<file path="config.mk">
export PLATFORM = sky130hd
export DESIGN_NAME = flk_lockmgr
export DESIGN_NICKNAME = d
export VERILOG_FILES = /design/src/rtl/flk_pkg.sv /design/src/rtl/flk_blkmap.sv /design/src/rtl/flk_cmdctl.sv /design/src/rtl/flk_state.sv /design/src/rtl/flk_lockmgr.sv
export SDC_FILE = /design/constraint.sdc
export NUM_CORES = 1
export LEC_CHECK = 0
export BUFFER_PORTS_ARGS = -buffer_cell sky130_fd_sc_hd__buf_4
export CORE_UTILIZATION = 50
export DETAILED_ROUTE_END_ITERATION = 8
export PLACE_DENSITY = 0.63
export SETUP_SLACK_MARGIN = 0.05
export SYNTH_ARGS = -nofsm -noshare
export SYNTH_HDL_FRONTEND = slang
export SYNTH_HIERARCHICAL = 1
export SYNTH_SLANG_ARGS = --single-unit
</file>
<file path="constraint.sdc">
create_clock -name clk -period 6.85 [get_ports clk]
set_input_delay 0.3425 -clock clk [delete_from_list [all_inputs] [get_ports clk]]
set_output_delay 0.3425 -clock clk [all_outputs]
set_load 0.01 [all_outputs]
</file>
<file path="src/rtl/flk_pkg.sv">
package flk_pkg;
  typedef enum logic [1:0] {
    OP_NOP    = 2'd0,
    OP_LOCK   = 2'd1,
    OP_UNLOCK = 2'd2,
    OP_DOWN   = 2'd3
  } lk_op_e;

  typedef struct packed {
    logic setLock;
    logic clrLock;
    logic setDown;
  } lk_strb_t;
endpackage

</file>
<file path="src/rtl/flk_blkmap.sv">
module flk_blkmap #(
  parameter int ADDR_W      = 22,
  parameter int PARAM_SHIFT = 12,
  parameter int MAIN_SHIFT  = 15,
  parameter bit TOP_BOOT    = 1'b1,
  parameter int IDX_W       = 8
) (
  input  logic [ADDR_W-1:0] addr,
  output logic [IDX_W-1:0]  idx
);
  localparam int SLOT_W = ADDR_W - MAIN_SHIFT;
  localparam int SUB_W  = MAIN_SHIFT - PARAM_SHIFT;

  logic [SLOT_W-1:0] slot;
  logic [SUB_W-1:0]  sub;

  assign slot = addr[ADDR_W-1:MAIN_SHIFT];
  assign sub  = addr[MAIN_SHIFT-1:PARAM_SHIFT];

  generate
    if (TOP_BOOT) begin : g_top
      // highest slot is split into small blocks
      always_comb begin
        if (slot == {SLOT_W{1'b1}}) idx = IDX_W'(slot) + IDX_W'(sub);
        else                        idx = IDX_W'(slot);
      end
    end else begin : g_bottom
      // lowest slot is split into small blocks
      always_comb begin
        if (slot == '0) idx = IDX_W'(sub);
        else            idx = IDX_W'(slot) + IDX_W'((2 ** SUB_W) - 1);
      end
    end
  endgenerate
endmodule

</file>
<file path="src/rtl/flk_cmdctl.sv">
module flk_cmdctl
  import flk_pkg::*;
(
  input  logic       clk,
  input  logic       rstN,
  input  logic       cmdValid,
  input  logic [1:0] cmdOp,
  output lk_strb_t   strb
);
  lk_op_e opCode;
  assign opCode = lk_op_e'(cmdOp);

  always_comb begin
    strb = '0;
    if (cmdValid) begin
      unique case (opCode)
        OP_LOCK:   strb.setLock = 1'b1;
        OP_UNLOCK: strb.clrLock = 1'b1;
        OP_DOWN:   strb.setDown = 1'b1;
        default:   strb = '0;
      endcase
    end
  end


  strobe_onehot_chk: assert property (@(posedge clk) disable iff (!rstN)
    $onehot0({strb.setLock, strb.clrLock, strb.setDown}));


  nop_quiet_chk: assert property (@(posedge clk) disable iff (!rstN)
    !cmdValid |-> (strb == '0));
endmodule

</file>
<file path="src/rtl/flk_state.sv">
module flk_state
  import flk_pkg::*;
#(
  parameter int NUM_BLOCKS = 135,
  parameter int IDX_W      = 8
) (
  input  logic             clk,
  input  logic             rstN,
  input  lk_strb_t         strb,
  input  logic [IDX_W-1:0] cmdIdx,
  input  logic             guardN,
  input  logic             vppOk,
  input  logic [IDX_W-1:0] chkIdx,
  input  logic [IDX_W-1:0] statIdx,
  output logic             chkAllow,
  output logic [1:0]       statBits
);
  logic [NUM_BLOCKS-1:0] lockQ;
  logic [NUM_BLOCKS-1:0] downQ;
  logic strbAny;
  logic frozenCmd;

  assign strbAny   = strb.setLock | strb.clrLock | strb.setDown;
  assign frozenCmd = downQ[cmdIdx] & ~guardN;

  always_ff @(posedge clk or negedge rstN) begin
    if (!rstN) begin
      lockQ <= '1;
      downQ <= '0;
    end else if (strbAny && !frozenCmd) begin
      if (strb.setLock || strb.setDown) lockQ[cmdIdx] <= 1'b1;
      if (strb.clrLock)                 lockQ[cmdIdx] <= 1'b0;
      if (strb.setDown)                 downQ[cmdIdx] <= 1'b1;
    end
  end

  assign chkAllow = vppOk & ~lockQ[chkIdx] & ~(downQ[chkIdx] & ~guardN);
  assign statBits = {downQ[statIdx], lockQ[statIdx]};


  down_sets_both_chk: assert property (@(posedge clk) disable iff (!rstN)
    (strb.setDown && !frozenCmd) |=> (lockQ[$past(cmdIdx)] && downQ[$past(cmdIdx)]));


  down_sticky_chk: assert property (@(posedge clk) disable iff (!rstN)
    strbAny |=> ((~downQ & $past(downQ)) == '0));


  frozen_hold_chk: assert property (@(posedge clk) disable iff (!rstN)
    (strbAny && frozenCmd) |=> ($stable(lockQ) && $stable(downQ)));


  unlock_clears_chk: assert property (@(posedge clk) disable iff (!rstN)
    (strb.clrLock && !frozenCmd) |=> !lockQ[$past(cmdIdx)]);
endmodule

</file>
<file path="src/rtl/flk_lockmgr.sv">
module flk_lockmgr
  import flk_pkg::*;
#(
  parameter int ADDR_W      = 22,
  parameter int PARAM_SHIFT = 12,
  parameter int MAIN_SHIFT  = 15,
  parameter bit TOP_BOOT    = 1'b1
) (
  input  logic              clk,
  input  logic              rstN,
  input  logic              cmdValid,
  input  logic [1:0]        cmdOp,
  input  logic [ADDR_W-1:0] cmdAddr,
  input  logic              guardN,
  input  logic              vppOk,
  input  logic [ADDR_W-1:0] chkAddr,
  output logic              chkAllow,
  input  logic [ADDR_W-1:0] statAddr,
  output logic [1:0]        statBits
);
  localparam int NUM_BLOCKS = (2 ** (ADDR_W - MAIN_SHIFT)) - 1 + (2 ** (MAIN_SHIFT - PARAM_SHIFT));
  localparam int IDX_W      = $clog2(NUM_BLOCKS);

  lk_strb_t         strb;
  logic [IDX_W-1:0] cmdIdx;
  logic [IDX_W-1:0] chkIdx;
  logic [IDX_W-1:0] statIdx;

  flk_blkmap #(.ADDR_W(ADDR_W), .PARAM_SHIFT(PARAM_SHIFT), .MAIN_SHIFT(MAIN_SHIFT),
               .TOP_BOOT(TOP_BOOT), .IDX_W(IDX_W))
    u_mapCmd (.addr(cmdAddr), .idx(cmdIdx));
  flk_blkmap #(.ADDR_W(ADDR_W), .PARAM_SHIFT(PARAM_SHIFT), .MAIN_SHIFT(MAIN_SHIFT),
               .TOP_BOOT(TOP_BOOT), .IDX_W(IDX_W))
    u_mapChk (.addr(chkAddr), .idx(chkIdx));
  flk_blkmap #(.ADDR_W(ADDR_W), .PARAM_SHIFT(PARAM_SHIFT), .MAIN_SHIFT(MAIN_SHIFT),
               .TOP_BOOT(TOP_BOOT), .IDX_W(IDX_W))
    u_mapStat (.addr(statAddr), .idx(statIdx));

  flk_cmdctl u_ctl (
    .clk(clk), .rstN(rstN), .cmdValid(cmdValid), .cmdOp(cmdOp), .strb(strb)
  );

  flk_state #(.NUM_BLOCKS(NUM_BLOCKS), .IDX_W(IDX_W)) u_state (
    .clk(clk), .rstN(rstN), .strb(strb), .cmdIdx(cmdIdx), .guardN(guardN),
    .vppOk(vppOk), .chkIdx(chkIdx), .statIdx(statIdx),
    .chkAllow(chkAllow), .statBits(statBits)
  );


  vpp_gate_chk: assert property (@(posedge clk) disable iff (!rstN)
    !vppOk |-> !chkAllow);


  same_addr_lock_chk: assert property (@(posedge clk) disable iff (!rstN)
    (chkAddr == statAddr && statBits[0]) |-> !chkAllow);
endmodule

</file>
==> summary.md, run 1 <==
| Metric | Value |
|---|---|
| Clock Latency Late Sink | 0.52 ns |
| Worst Setup End Kind | primary output |
| Worst setup path startpoint | chkAddr[15] |
| Highest routed layer | met4 |
| Slowest-stage cell, CP | nor4bb_1 |
| CP Cell Sequence | buf_4 > ha_1 > inv_1 > fa_1 > xor2_1 > o21ai_2 > buf_4 > nor2b_1 > a221oi_1 > a32oi_1 > a21oi_1 > o221ai_1 > nor4bb_1 > buf_4 |
| Clock network power share | 41.1% |
| CP dominant cell by count | buf_4 |
| Final ANT Viol Nets | 0 |
| Overall Global Routing Usage | 33.52% |
| Clock-pin transition on the worst setup and hold timing paths | 0.06 ns |
| FFs w/ async S/R, synth | 100.0% |
| Final setup fails | 0 |
| Worst slack, placed | 1.714 ns |
| Sw Share | 28.07% |
| Nets | 1631 |
| Site row count | 67 |
| DRT Pass-1 Iters | 8 |
| Buffers added on ports | 39 |
| Starting density of the core | 51.08% |
| Internal power | 3.144 mW |
| Synth top area share | 20.56% |
| Flop-to-flop setup slack | 3.98 ns |
| Vias in the first global route | 14090 |
| Post-Syn Instances | 1574 |
| Root Driver | clkbuf_16 |
| Hold Crit Depth | 2 |
| Synth area leaders | dfstp_2 21%, dfrtp_1 20%, mux4_2 13% |
| Period Utilization, post-route | 71.43% |
| CTS Buffer Depth | 3 |
| Most frequent cells in the layout | 173 x o31ai_1, 135 x dfstp_2, 135 x dfrtp_1 |
| Pwr per Cell Area | 230.4 mW/mm2 |
| Worst reg-to-reg path cell count | 7 |
| Top-level port count | 76 |
| Avg WL per Cell | 29.28 um |
| Setup TNS | 0 ns |
| Static Leak | 7.590 nW |
| Fin util | 56.16% |
| Worst-path fanout max | 12 |
| CP Class | input pin to primary output |
| Fin cells | 2019 |
| CTS tree | yes |
| Logic pwr share | 16.4% |
| RD Place Congestion | 0.9580 |
| Die area | 0.03526 mm2 |
| CP Capture Point | chkAllow |
| First-pass GRT wire length | 89130 um |
| Placed cell count | 1956 |
| Ys flop type | dfstp_2 |
| Synth Cell Area | 0.01726 mm2 |
| Die H | 187.8 um |
| GRT Residual Overflow | 0 |
| Post-route cell area | 0.01897 mm2 |
| Reg-to-Reg Start | u_state/downQ[34] |
| Post-CTS sizing | 0 |
| Number of synthesized flops with an enable pin | 0 |
| Largest net degree at the start of global routing | 121 |
| Cts bufs inserted | 35 |
| Sequential-to-total area share from yosys stat | 40.13% |
| Core area | 0.03378 mm2 |
| RSZ-0062 raised after global routing | false |
| H-tree Lvls | 2 |
| Die X | 187.8 um |
| Max cap viols | 0 |
| Share of power burned in registers | 42.5% |
| Post-DP HPWL | 39220 um |
| Post-Syn Nets | 1659 |
| Fin crit period | 4.893 ns |
| Slew @ Worst Pin | 1.268 ns |
| DRC viols | 0 |
| Cell taking the most area after synthesis | dfstp_2 |
| CP arrival | 4.55 ns |
| DR vias/cell | 7.196 |
| Commonest non-fill, non-tap cell in the layout | o31ai_1 |
| Met3 routed WL | 5968 um |
| Layout cells sized above 1 | 28.96% |
| Area delta synth->final | 9.963% |
| Status | finished clean |
| # fillers | 2901 |
| Wire length on met2 | 26200 um |
| Fmax | 0.2044 GHz |
| FF-to-FF End | u_state/downQ[36] |
| Synth cell types | 73 |
| Tot Pwr | 4.371 mW |
| Placed Area | 0.01785 mm2 |
| Max Clock Skew | 0.01796 ns |
| Syn. warnings | 6 |
| Initial antenna violation count | 1 |
| Routed WL | 59110 um |
| N_diodes | 0 |
| Setup ws final | 1.957 ns |
| Crit start category | input pin |
| Min-delay worst type | register to register |
| Slew margin rel. | 15.13% |
| Net switching power | 1.227 mW |
| Via count | 14530 |
| Critical Path RT | 6.51 ns |
| Largest stage delay on the critical path | 0.67 ns |
| Max IR drop VDD | 163.6 uV |
| Hold WS | 0.4923 ns |
| M1 WL | 24360 um |
| Syn Area/Cell | 10.96 um2 |
| Initial drt markers | 1541 |
| Final hold viol count | 0 |
| Number of synthesized register bits | 270 |
| Total clock sinks | 270 |
| Max Slew Vio Count | 0 |
## power by group through the flow
stage,Clock [mW],Sequential [mW],Combinational [mW]
after detailed placement,0,1.88,0.704
after global routing,1.88,1.87,0.761
final,1.80,1.86,0.717
after global placement,0,1.87,0.693
after floorplan,0,1.84,0.479
after CTS,1.82,1.85,0.705
## cell usage after synthesis (34+ instances only)
| master | instances |
|---|---|
| dfrtp_1 | 135 |
| dfstp_2 | 135 |
| a22oi_1 | 34 |
| o31ai_1 | 173 |
| nor2b_1 | 35 |
| o21bai_1 | 71 |
| mux4_2 | 99 |
| nor2_1 | 71 |
| mux2i_1 | 116 |
| nand3_1 | 36 |
| o21ai_0 | 64 |
| a21oi_1 | 69 |
| nand2_1 | 98 |
| buf_2 | 47 |
| clkbuf_1 | 75 |
## layer usage
layer  GRT usage (%)  up-vias
met1           47.16     7410
met3           7.748      192
met5               0        -
met2           49.62      812
li1                -     6114
met4           14.38        0
## how the worst min path moves through the flow
stage | startpoint | endpoint
after global placement | u_state/downQ[55] | u_state/downQ[55]
after CTS | register | register
final | register | register
after detailed placement | u_state/downQ[54] | u_state/downQ[54]
after floorplan | rstN | u_state/downQ[0]
after global routing | register | register
## area by class of cell
| class | count | area, um2 | area share, % |
|---|---|---|---|
| clock inverter | 4 | 47.55 | 0.2506 |
| inverter | 17 | 63.81 | 0.3363 |
| clock buffer | 58 | 1065 | 5.612 |
| sequential | 270 | 6925 | 36.50 |
| tap | 448 | 560.5 | 2.954 |
| multi-input combinational | 1143 | 9684 | 51.04 |
| timing repair buffer | 79 | 628.1 | 3.310 |
## what timing repair did
item,CTS,global route
setup buffers,0,0
hold buffers,1,0
hold endpoints to repair,93,0
## kinds of logic after synthesis
logic type               count (synthesis)  share of synthesized area (%)
AO/OA/AOI/OAI                          573                          23.78
AND/OR/NAND/NOR                        319                          9.738
flip-flops                             270                          40.13
multiplexers                           236                          21.02
buffers and inverters                  161                          4.169
adder cells (fa/ha/maj)                 12                          1.001
XOR/XNOR                                 3                         0.1523
## worst max-delay path: cells and delay by family
kind	cells	cell delay [ns]
AOI/OAI and AO/OA	5	1.44
xor gates and xnor gates	1	0.17
adders and majority gates	2	0.57
buffers and inverters	4	0.76
and+or+nand+nor	2	1.25
Note: power is estimated with default switching activity, not from simulation.
==> run 2: changes to the inputs <==
==> constraint.sdc (replaced) <==
create_clock -name clk -period 4.7 [get_ports clk]
set_input_delay 0.235 -clock clk [delete_from_list [all_inputs] [get_ports clk]]
set_output_delay 0.235 -clock clk [all_outputs]
set_load 0.01 [all_outputs]
==> run 2 against run 1 <==
Die area unchanged. Sequential power up 45%. Critical endpoint is now statBits[0]. Hold slack worse by 0.24 ns. Global-route usage up 0.25 points. Setup slack worse by 1.6 ns. Final cell count up 1.8%. Clock power up 34%. Largest power group unchanged. Sequential share of layout area down 0.47 points. Clock-buffer cell count down 10.
==> summary.md, run 2 (same netlist as run 1, synthesis figures left out) <==
| Metric | Value |
|---|---|
| Pwr per Cell Area | 322.4 mW/mm2 (was 230.4 mW/mm2) |
| Post-CTS setup buffer count | 0 (unchanged) |
| Cts bufs inserted | 31 (was 35) |
| RSZ-0062 raised after global routing | false (unchanged) |
| Commonest non-fill, non-tap cell in the layout | o31ai_1 (unchanged) |
| Min-delay worst type | input pin to asynchronous set/reset pin (was register to register) |
| Clock-pin transition on the worst setup and hold timing paths | 0.06 ns (about the same) |
| Via count | 14530 (about the same) |
| CTS tree | yes (unchanged) |
| Top-level port count | 76 (unchanged) |
| CTS Buffer Depth | 3 (unchanged) |
| Die H | 187.8 um (unchanged) |
| Tot Pwr | 6.196 mW (was 4.371 mW) |
| Routed WL | 59360 um (was 59110 um) |
| Setup TNS | 0 ns (unchanged) |
| Slew @ Worst Pin | 1.229 ns (was 1.268 ns) |
| Core area | 0.03378 mm2 (unchanged) |
| Max Clock Skew | 0.01037 ns (was 0.01796 ns) |
| Post-DP HPWL | 40540 um (was 39220 um) |
| Largest stage delay on the critical path | 0.80 ns (was 0.67 ns) |
| Hold WS | 0.2479 ns (was 0.4923 ns) |
| Static Leak | 7.767 nW (was 7.590 nW) |
| Starting density of the core | 51.08% (unchanged) |
| Crit start category | input pin (unchanged) |
| Site row count | 67 (unchanged) |
| Initial drt markers | 1762 (was 1541) |
| CP arrival | 4.10 ns (was 4.55 ns) |
| Buffers added on ports | 39 (unchanged) |
| Worst-path fanout max | 9 (was 12) |
| Period Utilization, post-route | 92.28% |
| CP Cell Sequence | buf_4 > ha_1 > inv_1 > fa_1 > inv_1 > a21oi_1 > o21a_1 > nand2b_1 > a211oi_1 > nor4_1 > a2111oi_0 > o21ai_0 > o2bb2ai_1 > buf_4 (was buf_4 > ha_1 > inv_1 > fa_1 > xor2_1 > o21ai_2 > buf_4 > nor2b_1 > a221oi_1 > a32oi_1 > a21oi_1 > o221ai_1 > nor4bb_1 > buf_4) |
| Final ANT Viol Nets | 0 (unchanged) |
| Slowest-stage cell, CP | a2111oi_0 (was nor4bb_1) |
| Fmax | 0.2306 GHz |
| Largest net degree at the start of global routing | 107 (was 121) |
| Most frequent cells in the layout | 173 x o31ai_1, 135 x dfstp_2, 135 x dfrtp_1 (unchanged) |
| Fin crit period | 4.337 ns |
| Max Slew Vio Count | 0 (unchanged) |
| Final setup fails | 0 (unchanged) |
| Clock Latency Late Sink | 0.57 ns (was 0.52 ns) |
| Vias in the first global route | 14430 (was 14090) |
| Overall Global Routing Usage | 33.76% (was 33.52%) |
| Nets | 1668 (was 1631) |
| FF-to-FF End | u_state/downQ[40] (was u_state/downQ[36]) |
| Critical Path RT | 4.47 ns (was 6.51 ns) |
| # fillers | 2803 (was 2901) |
| Die X | 187.8 um (unchanged) |
| Root Driver | clkbuf_16 (unchanged) |
| DRT Pass-1 Iters | 5 (was 8) |
| Worst Setup End Kind | primary output (unchanged) |
| Max cap viols | 0 (unchanged) |
| Status | finished clean (unchanged) |
| Post-CTS sizing | 0 (unchanged) |
| DRC viols | 0 (unchanged) |
| N_diodes | 0 (unchanged) |
| Worst path top cell family by delay | compound AO/OA/AOI/OAI gates (unchanged) |
| First-pass GRT wire length | 90320 um (was 89130 um) |
| Total clock sinks | 270 (unchanged) |
| Worst Path Buf+Inv | 4 (unchanged) |
| Flop-to-flop setup slack | 1.87 ns (was 3.98 ns) |
| GRT Residual Overflow | 0 (unchanged) |
| H-tree Lvls | 1 (was 2) |
| Initial antenna violation count | 0 (was 1) |
| Slew margin rel. | 18.08% (was 15.13%) |
| Final hold viol count | 0 (unchanged) |
| Die area | 0.03526 mm2 (unchanged) |
| Layout cells sized above 1 | 30.86% (was 28.96%) |
| CP Class | input pin to primary output (unchanged) |
| Max IR drop VDD | 317.6 uV (was 163.6 uV) |
| Worst reg-to-reg path cell count | 7 (unchanged) |
| DR vias/cell | 7.072 (was 7.196) |
| Avg WL per Cell | 28.88 um (was 29.28 um) |
| Area delta synth->final | 11.39% (was 9.963%) |
| Reg-to-Reg Start | u_state/downQ[39] (was u_state/downQ[34]) |
| RD Place Congestion | 0.9822 (was 0.9580) |
## run 2: cell count changes in the layout (fill, tap and decap cells not counted), moves of 5 or more
cell,before,now
clkbuf_16,37,31
buf_4,75,113
clkbuf_8,6,11
clkbuf_1,15,6
## run 2: repair_timing
action | 4_1_cts | 5_1_grt
endpoints found under the setup margin | 0 | 0
hold buffers | 1 | 0
endpoints found under the hold margin | 67 | 0
## run 2: how the worst max path moves through the flow
stage | endpoint | start | slack (ns) | cells past startpoint
after detailed placement | register | cmdAddr[15] | 0.57 | 14
after floorplan | chkAllow | chkAddr[12] | 1.24 | 13
after global routing | statBits[0] | statAddr[15] | 0.34 | 14
final | statBits[0] | statAddr[15] | 0.36 | 14
after CTS | statBits[0] | statAddr[15] | 0.57 | 14
after global placement | u_state/downQ[68] | cmdAddr[15] | 0.62 | 14
## run 2: per-layer routing
layer	track usage, %	up-vias	routed length (um)
met1	47.16	7404	24110
met2	51.38	763	26890
met4	13.48	0	2553
met5	0	-	0
met3	7.150	163	5796
li1	-	6203	-
## run 2: final cells by class
cell class | instances | area, um2 | share of cell area [%]
tap | 448 | 560.5 | 2.916
inverter | 17 | 63.81 | 0.3320
sequential | 270 | 6925 | 36.03
clock buffer | 48 | 949.7 | 4.941
multi-input combinational | 1143 | 9682 | 50.37
clock inverter | 9 | 66.31 | 0.3450
timing repair buffer | 120 | 973.4 | 5.064
## run 2: power by group
part / switching [mW] / internal (mW)
clock network: 0.995 / 1.43
registers: 0.135 / 2.57
logic: 0.630 / 0.441
total: 1.76 / 4.44
## run 2: per-stage QoR
step	setup slack (ns)	area [um2]	util (%)	instances
after floorplan	1.235	17260	-	1574
after global placement	0.6170	18200	53.86	1997
after detailed placement	0.5651	18200	53.86	1997
after CTS	0.5707	19220	56.89	2055
after global routing	0.3447	19220	56.89	2055
final	0.3629	19220	56.89	2055
